===== src/rtl/mbus_pkg.sv =====
package mbus_pkg;

  typedef enum logic [1:0] {
    PH_IDLE = 2'd0,
    PH_ADDR = 2'd1,
    PH_STRB = 2'd2,
    PH_WAIT = 2'd3
  } busPhase_e;

  // strobes from the sequencer to the datapath
  typedef struct packed {
    busPhase_e phase;       // current bus state
    logic      sub;         // 0: first clock of the state, 1: second clock
    logic      loadReq;     // latch a new request at this edge
    logic      startAddr;   // an address state begins at this edge
    logic      sampleWidth; // take the width input at this edge
    logic      enterStrb;   // address state ends at this edge
    logic      done;        // byte cycle completes at this edge
    logic      nextByte;    // second byte cycle follows
  } busCtl_t;

endpackage


===== src/rtl/mbus_seq.sv =====
module mbus_seq
  import mbus_pkg::*;
#(
  parameter int WAIT_W = 2
) (
  input  logic              clk,
  input  logic              rstN,
  input  logic [WAIT_W-1:0] cfgWaitStates,
  input  logic              reqValid,
  input  logic              readyIn,
  input  logic              needSecond,
  output busCtl_t           ctl,
  output logic              ack,
  output logic              busClk
);

  busPhase_e         phase;
  logic              sub;
  logic [WAIT_W-1:0] waitCnt;
  logic              readySmp;
  logic              inData;
  logic              forcedLeft;
  logic              done;

  assign inData     = (phase == PH_STRB) || (phase == PH_WAIT);
  assign forcedLeft = waitCnt < cfgWaitStates;
  assign done       = inData && sub && !forcedLeft && readySmp;
  assign busClk     = ~sub;

  always_ff @(posedge clk or negedge rstN) begin
    if (!rstN) begin
      phase    <= PH_IDLE;
      sub      <= 1'b0;
      waitCnt  <= '0;
      readySmp <= 1'b1;
      ack      <= 1'b0;
    end else begin
      sub <= ~sub;
      ack <= done && !needSecond;
      if (inData && !sub) readySmp <= readyIn;
      if (sub) begin
        case (phase)
          PH_IDLE: if (reqValid) phase <= PH_ADDR;
          PH_ADDR: begin
            phase   <= PH_STRB;
            waitCnt <= '0;
          end
          default: begin
            if (forcedLeft) begin
              waitCnt <= waitCnt + 1'b1;
              phase   <= PH_WAIT;
            end else if (!readySmp) begin
              phase <= PH_WAIT;
            end else if (needSecond) begin
              phase <= PH_ADDR;
            end else begin
              phase <= PH_IDLE;
            end
          end
        endcase
      end
    end
  end

  always_comb begin
    ctl             = '0;
    ctl.phase       = phase;
    ctl.sub         = sub;
    ctl.loadReq     = (phase == PH_IDLE) && sub && reqValid;
    ctl.nextByte    = done && needSecond;
    ctl.startAddr   = ctl.loadReq || ctl.nextByte;
    ctl.sampleWidth = (phase == PH_ADDR) && !sub;
    ctl.enterStrb   = (phase == PH_ADDR) && sub;
    ctl.done        = done;
  end

endmodule


===== src/rtl/mbus_lane.sv =====
module mbus_lane #(
  parameter int BYTE_W = 8
) (
  input  logic              clk,
  input  logic              rstN,
  input  logic              clear,
  input  logic              load,
  input  logic [BYTE_W-1:0] din,
  output logic [BYTE_W-1:0] dout
);

  always_ff @(posedge clk or negedge rstN) begin
    if (!rstN)      dout <= '0;
    else if (clear) dout <= '0;
    else if (load)  dout <= din;
  end

endmodule


===== src/rtl/mbus_dp.sv =====
module mbus_dp
  import mbus_pkg::*;
#(
  parameter int BYTE_W = 8
) (
  input  logic                  clk,
  input  logic                  rstN,
  input  busCtl_t               ctl,
  input  logic                  cfgDynWidth,
  input  logic                  cfgSplitWr,
  input  logic                  cfgAdvMode,
  input  logic                  busWidthIn,
  input  logic [2*BYTE_W-1:1]   reqAddr,
  input  logic [2*BYTE_W-1:0]   reqWData,
  input  logic [1:0]            reqByteEn,
  input  logic                  reqWrite,
  input  logic                  reqFetch,
  input  logic [2*BYTE_W-1:0]   adIn,
  output logic                  needSecond,
  output logic [2*BYTE_W-1:0]   rdData,
  output logic                  aleOut,
  output logic                  rdN,
  output logic                  wrLoN,
  output logic                  wrHiN,
  output logic                  instOut,
  output logic [2*BYTE_W-1:0]   adOut,
  output logic                  adOe
);

  localparam int LANES = 2;
  localparam int BUS_W = LANES * BYTE_W;

  logic [BUS_W-1:1] addrR;
  logic [BUS_W-1:0] wdataR;
  logic [1:0]       beR;
  logic             weR;
  logic             fetchR;
  logic             wideR;
  logic             byteIdx;
  logic             oeR;

  logic             inCycle;
  logic             aleSlot;
  logic             dataPh;
  logic             wrAct;
  logic             curOdd;
  logic [1:0]       curMask;
  logic [BYTE_W-1:0] narrowByte;

  always_ff @(posedge clk or negedge rstN) begin
    if (!rstN) begin
      addrR   <= '0;
      wdataR  <= '0;
      beR     <= 2'b01;
      weR     <= 1'b0;
      fetchR  <= 1'b0;
      wideR   <= 1'b0;
      byteIdx <= 1'b0;
      oeR     <= 1'b0;
    end else begin
      if (ctl.loadReq) begin
        addrR   <= reqAddr;
        wdataR  <= reqWData;
        beR     <= reqByteEn;
        weR     <= reqWrite;
        fetchR  <= reqFetch;
        byteIdx <= 1'b0;
      end else if (ctl.nextByte) begin
        byteIdx <= 1'b1;
      end
      if (ctl.sampleWidth) wideR <= cfgDynWidth & busWidthIn;
      if (ctl.startAddr)                oeR <= 1'b1;
      else if (ctl.enterStrb && !weR)   oeR <= 1'b0;
    end
  end

  // lanes used by the byte cycle in progress
  always_comb begin
    if (byteIdx)     curMask = 2'b10;
    else if (wideR)  curMask = beR;
    else if (beR[0]) curMask = 2'b01;
    else             curMask = 2'b10;
  end

  assign curOdd     = byteIdx | (beR == 2'b10);
  assign needSecond = !wideR && (beR == 2'b11) && !byteIdx;

  // read capture, one register per byte lane
  for (genvar g = 0; g < LANES; g++) begin : gLane
    logic [BYTE_W-1:0] src;
    if (g == 0) begin : gLow
      assign src = adIn[BYTE_W-1:0];
    end else begin : gHigh
      assign src = wideR ? adIn[g*BYTE_W +: BYTE_W] : adIn[BYTE_W-1:0];
    end
    mbus_lane #(.BYTE_W(BYTE_W)) u_lane (
      .clk  (clk),
      .rstN (rstN),
      .clear(ctl.loadReq),
      .load (ctl.done && !weR && curMask[g]),
      .din  (src),
      .dout (rdData[g*BYTE_W +: BYTE_W])
    );
  end

  assign inCycle = ctl.phase != PH_IDLE;
  assign aleSlot = (ctl.phase == PH_ADDR) && !ctl.sub;
  assign dataPh  = (ctl.phase == PH_STRB) || (ctl.phase == PH_WAIT);
  assign wrAct   = dataPh && weR;

  assign aleOut  = cfgAdvMode ? !(inCycle && !aleSlot) : aleSlot;
  assign rdN     = !(dataPh && !weR);
  assign wrLoN   = cfgSplitWr ? !(wrAct && curMask[0]) : !wrAct;
  assign wrHiN   = cfgSplitWr ? !(wrAct && curMask[1]) : !(wrAct && wideR && curMask[1]);
  assign instOut = inCycle && fetchR && !weR;
  assign adOe    = oeR;

  assign narrowByte = curOdd ? wdataR[BUS_W-1:BYTE_W] : wdataR[BYTE_W-1:0];

  always_comb begin
    if (wrAct) begin
      if (wideR) adOut = wdataR;
      else       adOut = {addrR[BUS_W-1:BYTE_W], narrowByte};
    end else begin
      adOut = {addrR, curOdd};
    end
  end

endmodule


===== src/rtl/mbus_ctrl.sv =====
module mbus_ctrl
  import mbus_pkg::*;
#(
  parameter int BYTE_W = 8,
  parameter int WAIT_W = 2
) (
  input  logic                clk,
  input  logic                rstN,
  input  logic                cfgDynWidth,
  input  logic                cfgSplitWr,
  input  logic                cfgAdvMode,
  input  logic [WAIT_W-1:0]   cfgWaitStates,
  input  logic                reqValid,
  input  logic [2*BYTE_W-1:1] reqAddr,
  input  logic [2*BYTE_W-1:0] reqWData,
  input  logic [1:0]          reqByteEn,
  input  logic                reqWrite,
  input  logic                reqFetch,
  output logic                ack,
  output logic [2*BYTE_W-1:0] rdData,
  output logic                busClk,
  output logic                aleOut,
  output logic                rdN,
  output logic                wrLoN,
  output logic                wrHiN,
  output logic                instOut,
  output logic [2*BYTE_W-1:0] adOut,
  output logic                adOe,
  input  logic [2*BYTE_W-1:0] adIn,
  input  logic                busWidthIn,
  input  logic                readyIn
);

  busCtl_t ctl;
  logic    needSecond;

  mbus_seq #(.WAIT_W(WAIT_W)) u_seq (
    .clk          (clk),
    .rstN         (rstN),
    .cfgWaitStates(cfgWaitStates),
    .reqValid     (reqValid),
    .readyIn      (readyIn),
    .needSecond   (needSecond),
    .ctl          (ctl),
    .ack          (ack),
    .busClk       (busClk)
  );

  mbus_dp #(.BYTE_W(BYTE_W)) u_dp (
    .clk        (clk),
    .rstN       (rstN),
    .ctl        (ctl),
    .cfgDynWidth(cfgDynWidth),
    .cfgSplitWr (cfgSplitWr),
    .cfgAdvMode (cfgAdvMode),
    .busWidthIn (busWidthIn),
    .reqAddr    (reqAddr),
    .reqWData   (reqWData),
    .reqByteEn  (reqByteEn),
    .reqWrite   (reqWrite),
    .reqFetch   (reqFetch),
    .adIn       (adIn),
    .needSecond (needSecond),
    .rdData     (rdData),
    .aleOut     (aleOut),
    .rdN        (rdN),
    .wrLoN      (wrLoN),
    .wrHiN      (wrHiN),
    .instOut    (instOut),
    .adOut      (adOut),
    .adOe       (adOe)
  );

endmodule


===== config.mk =====
export PLATFORM = sky130hd
export DESIGN_NAME = mbus_ctrl
export DESIGN_NICKNAME = d
export VERILOG_FILES = /design/src/rtl/mbus_pkg.sv /design/src/rtl/mbus_seq.sv /design/src/rtl/mbus_lane.sv /design/src/rtl/mbus_dp.sv /design/src/rtl/mbus_ctrl.sv
export SDC_FILE = /design/constraint.sdc
export NUM_CORES = 1
export LEC_CHECK = 0
export BUFFER_PORTS_ARGS = -buffer_cell sky130_fd_sc_hd__buf_2
export CAP_MARGIN = 20
export CORE_MARGIN = 1.5
export CORE_UTILIZATION = 25
export DETAILED_ROUTE_END_ITERATION = 7
export PLACE_DENSITY = 0.45
export SKIP_LAST_GASP = 1
export SYNTH_ARGS = -nofsm -noshare
export SYNTH_HDL_FRONTEND = slang
export SYNTH_HIERARCHICAL = 1
export SYNTH_SLANG_ARGS = --single-unit

===== constraint.sdc =====
create_clock -name clk -period 3.9 [get_ports clk]
set_clock_uncertainty 0.2 [all_clocks]
set_input_delay 0.78 -clock clk [delete_from_list [all_inputs] [get_ports clk]]
set_output_delay 0.78 -clock clk [all_outputs]
set_load 0.05 [all_outputs]

==> impl_metrics.yaml <==
setup_path:
  worstPathRequired_ns: 2.92
  startpoint: "u_dp/wideR$_DFFE_PN0P_"
  crit-reg2reg-launch: "u_seq/waitCnt[1]$_DFFE_PN0P_"
  worst_setup_end_kind: "output pin"
  worstSetupStartpointType: "flop"
  critical_path_destination: "adOut[4]"
  ff2ff_setup_slack_ns: 1.64
  r2r_end: "u_dp/gLane[1].u_lane/dout[7]$_DFFE_PN0P_"
  r2r_worst_path_depth: 8
  cp_max_fo: 15
  critical_path_arrival_ns: 2.44
  worstSetupPathType: "reg -> out"
finish:
  ff_latch_area_sq_um: 1529
  multiInputGateArea_sq_um: 1338
  antenna_cells: 0
  nNetsFinal: 405
  areaGrowthSynthToFinish_pct: 31.22
  instances_no_fill: 491
  fill_cells: 1199
  finish.instance_area_sq_um: 3908
  layout-drive-gt1-share_pct: 52.59
  postLayoutCoreUtil_pct: 33.93
synthesis:
  synth_fa_ha_area_share_pct: 0.4202
  synth.top_cells.by_area: "dfrtp_1, mux2_2, mux2i_1"
  combinational_family_with_the_most_area_after_synthesis: "multiplexers"
  post_synth_top_cells: "dfrtp_1, mux2_2, nor2_1"
  area_fraction_in_compound_gates_after_synthesis_pct: 8.319
  ys_types: 39
  synth_nets: 302
  async_flop_share_pct: 100.0
  synth-seq-area-share_pct: 51.34
  synth_area_per_cell_sq_um: 12.41
  post_synth_and_or_nand_nor_area_fraction_pct: 11.05
  post-synth-top-area-cell: "dfrtp_1"
  synth_enable_flop_cells: 0
  yosys-mux-area-fraction_pct: 24.96
  post-synth-top-count-cell: "dfrtp_1"
  post_synth_inst_count: 240
  synth_warnings: 6
  synth-xor-area-share_pct: 0
  synth_top_flop_cell: "dfrtp_1"
  synth.ff_latch_count: 61
  synth_top_cell_area_share_pct: 49.58
  mapped_cell_area_sq_um: 2978
routing:
  drt_first_pass_iters: 6
  drt.antenna.violating_nets: 0
  drc: 8
  routed_wire_length_per_instance_um: 15.19
  detailedRoute.firstIterationViolations: 73
  finalWirelength_mm: 7.456
  vias: 2209
  post_drt_via_cell_ratio: 4.499
sta:
  finalHoldWorstSlack_ns: 0.1557
  final.setup.worst_slack_ns: 0.4800
  setup_repair_after_global_routing_missed_its_margin: "no"
  finalCritPeriodShare_pct: 87.69
  drv_slew: 0
  worst_margin_slew_ns: 0.6874
  fmax_ghz: 0.2924
  finalHoldViolCount: 0
  finalWorstPathRequiredPeriod_ns: 3.420
  fin_tns_setup_ns: 0
  worst_slew_margin_relative_to_its_limit_pct: 54.17
  final_setup_vio_count: 0
placed_design:
  pre_cts_ws_ns: 0.7896
  placed_cell_area_sq_um: 3613
  placedCellCount: 475
  number_of_port_buffers: 100
  place_congestion: 0.6718
  post-dp-hpwl_mm: 5.281
grt:
  grt_pass1_vias: 2395
  first_pass_grt_wire_length_mm: 12.18
  grt_use_total_pct: 12.52
  largest_net_degree_at_the_start_of_global_routing: 56
  antenna_violations_before_repair: 0
  overflow_left_after_global_routing: 0
status:
  failed_checks: "DRC"
  outcome: "finished with violations"
die:
  num_io_pins: 101
  floorplan.initialDensity_pct: 25.86
  core_region_area_sq_um: 11520
  die-height_um: 112.1
  num_rows: 39
  die_area_sq_um: 12580
  dieWidth_um: 112.1
run:
  drv.max_cap_violation_count: 0
power_and_ir_drop:
  static_power_due_to_leakage_nw: 1.853
  pwr_density_cell_nw_per_um2: 983.9
  irDropWorstVdd_mv: 0.4998
  design_power_total_mw: 3.845
cts:
  total_clock_buffers_created_by_cts: 9
  clock_insertion_delay_at_the_later_pin_of_the_skew_report_ns: 0.32
  cts.repair.resized: 0
  clock_sinks: 61
  cts_setup_buffers: 0
  cts_htree_levels: 3
  clkTransAtPathRegs_ns: 0.05
  clock-root-buffer: "clkbuf_16"
  cts.hold.buffers_added: 0
  tritoncts: "done"
  clockBufferDepth: 2
min_path:
  holdCritPathClass: "in -> async"
## placed cells by master (no fill, tap or decap), drive strengths merged, types with 3 or more instances in the layout
master / count
nor3: 3
clkbuf: 12
and2: 8
inv: 8
nand2: 8
a21oi: 4
a221o: 7
nor2: 23
nand2b: 6
buf: 105
a21o: 3
dfrtp: 59
nor3b: 4
o21ai: 5
nand3: 4
mux2: 50
mux2i: 18
## power breakdown
group	leakage (nW)	internal, mW	switching (mW)	total, mW
logic	0.962	0.660	1.24	1.90
registers	0.748	0.926	0.231	1.16
clock network	0.143	0.510	0.274	0.783
## sequential cells by signal, indices dropped and copies added (netlist names)
name,cells
u_dp/fetchR,1
u_seq/waitCnt,2
u_dp/wdataR,16
u_dp/byteIdx,1
u_dp/weR,1
u_seq/readySmp,1
u_seq/ack,1
u_dp/adOe,1
u_dp/wideR,1
u_seq/phase,2
u_dp/gLane.u_lane/dout,16
u_dp/addrR,15
u_seq/sub,1
u_dp/beR,2
## worst min path at each step
stage                                              to  slack [ns]  cells after the start
after floorplan            u_seq/readySmp$_DFFE_PN1P_        0.26                      2
after global placement          u_dp/adOe$_DFFE_PN0P_        0.26                      1
after detailed placement        u_dp/adOe$_DFFE_PN0P_        0.27                      1
after CTS                 u_dp/wdataR[12]$_DFFE_PN0P_        0.16                      1
after global routing      u_dp/wdataR[12]$_DFFE_PN0P_        0.17                      1
final                     u_dp/wdataR[12]$_DFFE_PN0P_        0.16                      1
## critical path, stage by stage (launching register included)
cell and delay, ns:
dfrtp_1 0.78, inv_1 0.28, a211oi_4 0.55, a221o_1 0.25, buf_2 0.26
## cell families (layout without fill, tap and decap cells)
logic type / count (synthesis) / in the layout
compound gates: 29 / 29
buf+inv: 21 / 129
flops: 61 / 61
simple gates: 60 / 60
mux: 68 / 68
fa+ha+maj: 1 / 1
## cell type report
type | count | share of cell area [%]
Sequential cell | 61 | 39.13
Multi-Input combinational cell | 158 | 34.23
Timing Repair Buffer | 105 | 13.77
Clock buffer | 12 | 6.308
Tap cell | 143 | 4.579
Clock inverter | 4 | 1.217
Inverter | 8 | 0.7685
## routing by layer
layer	routed length [um]	GRT usage (%)	part of all wire, %	vias up
met3	653	5.454	8.8	6
met2	3346	19.14	45	77
met5	0	0	0	-
met4	68	4.051	0.91	0
met1	3387	15.98	45	1074
li1	-	-	-	1052
Note: power is estimated with default switching activity, not from simulation.
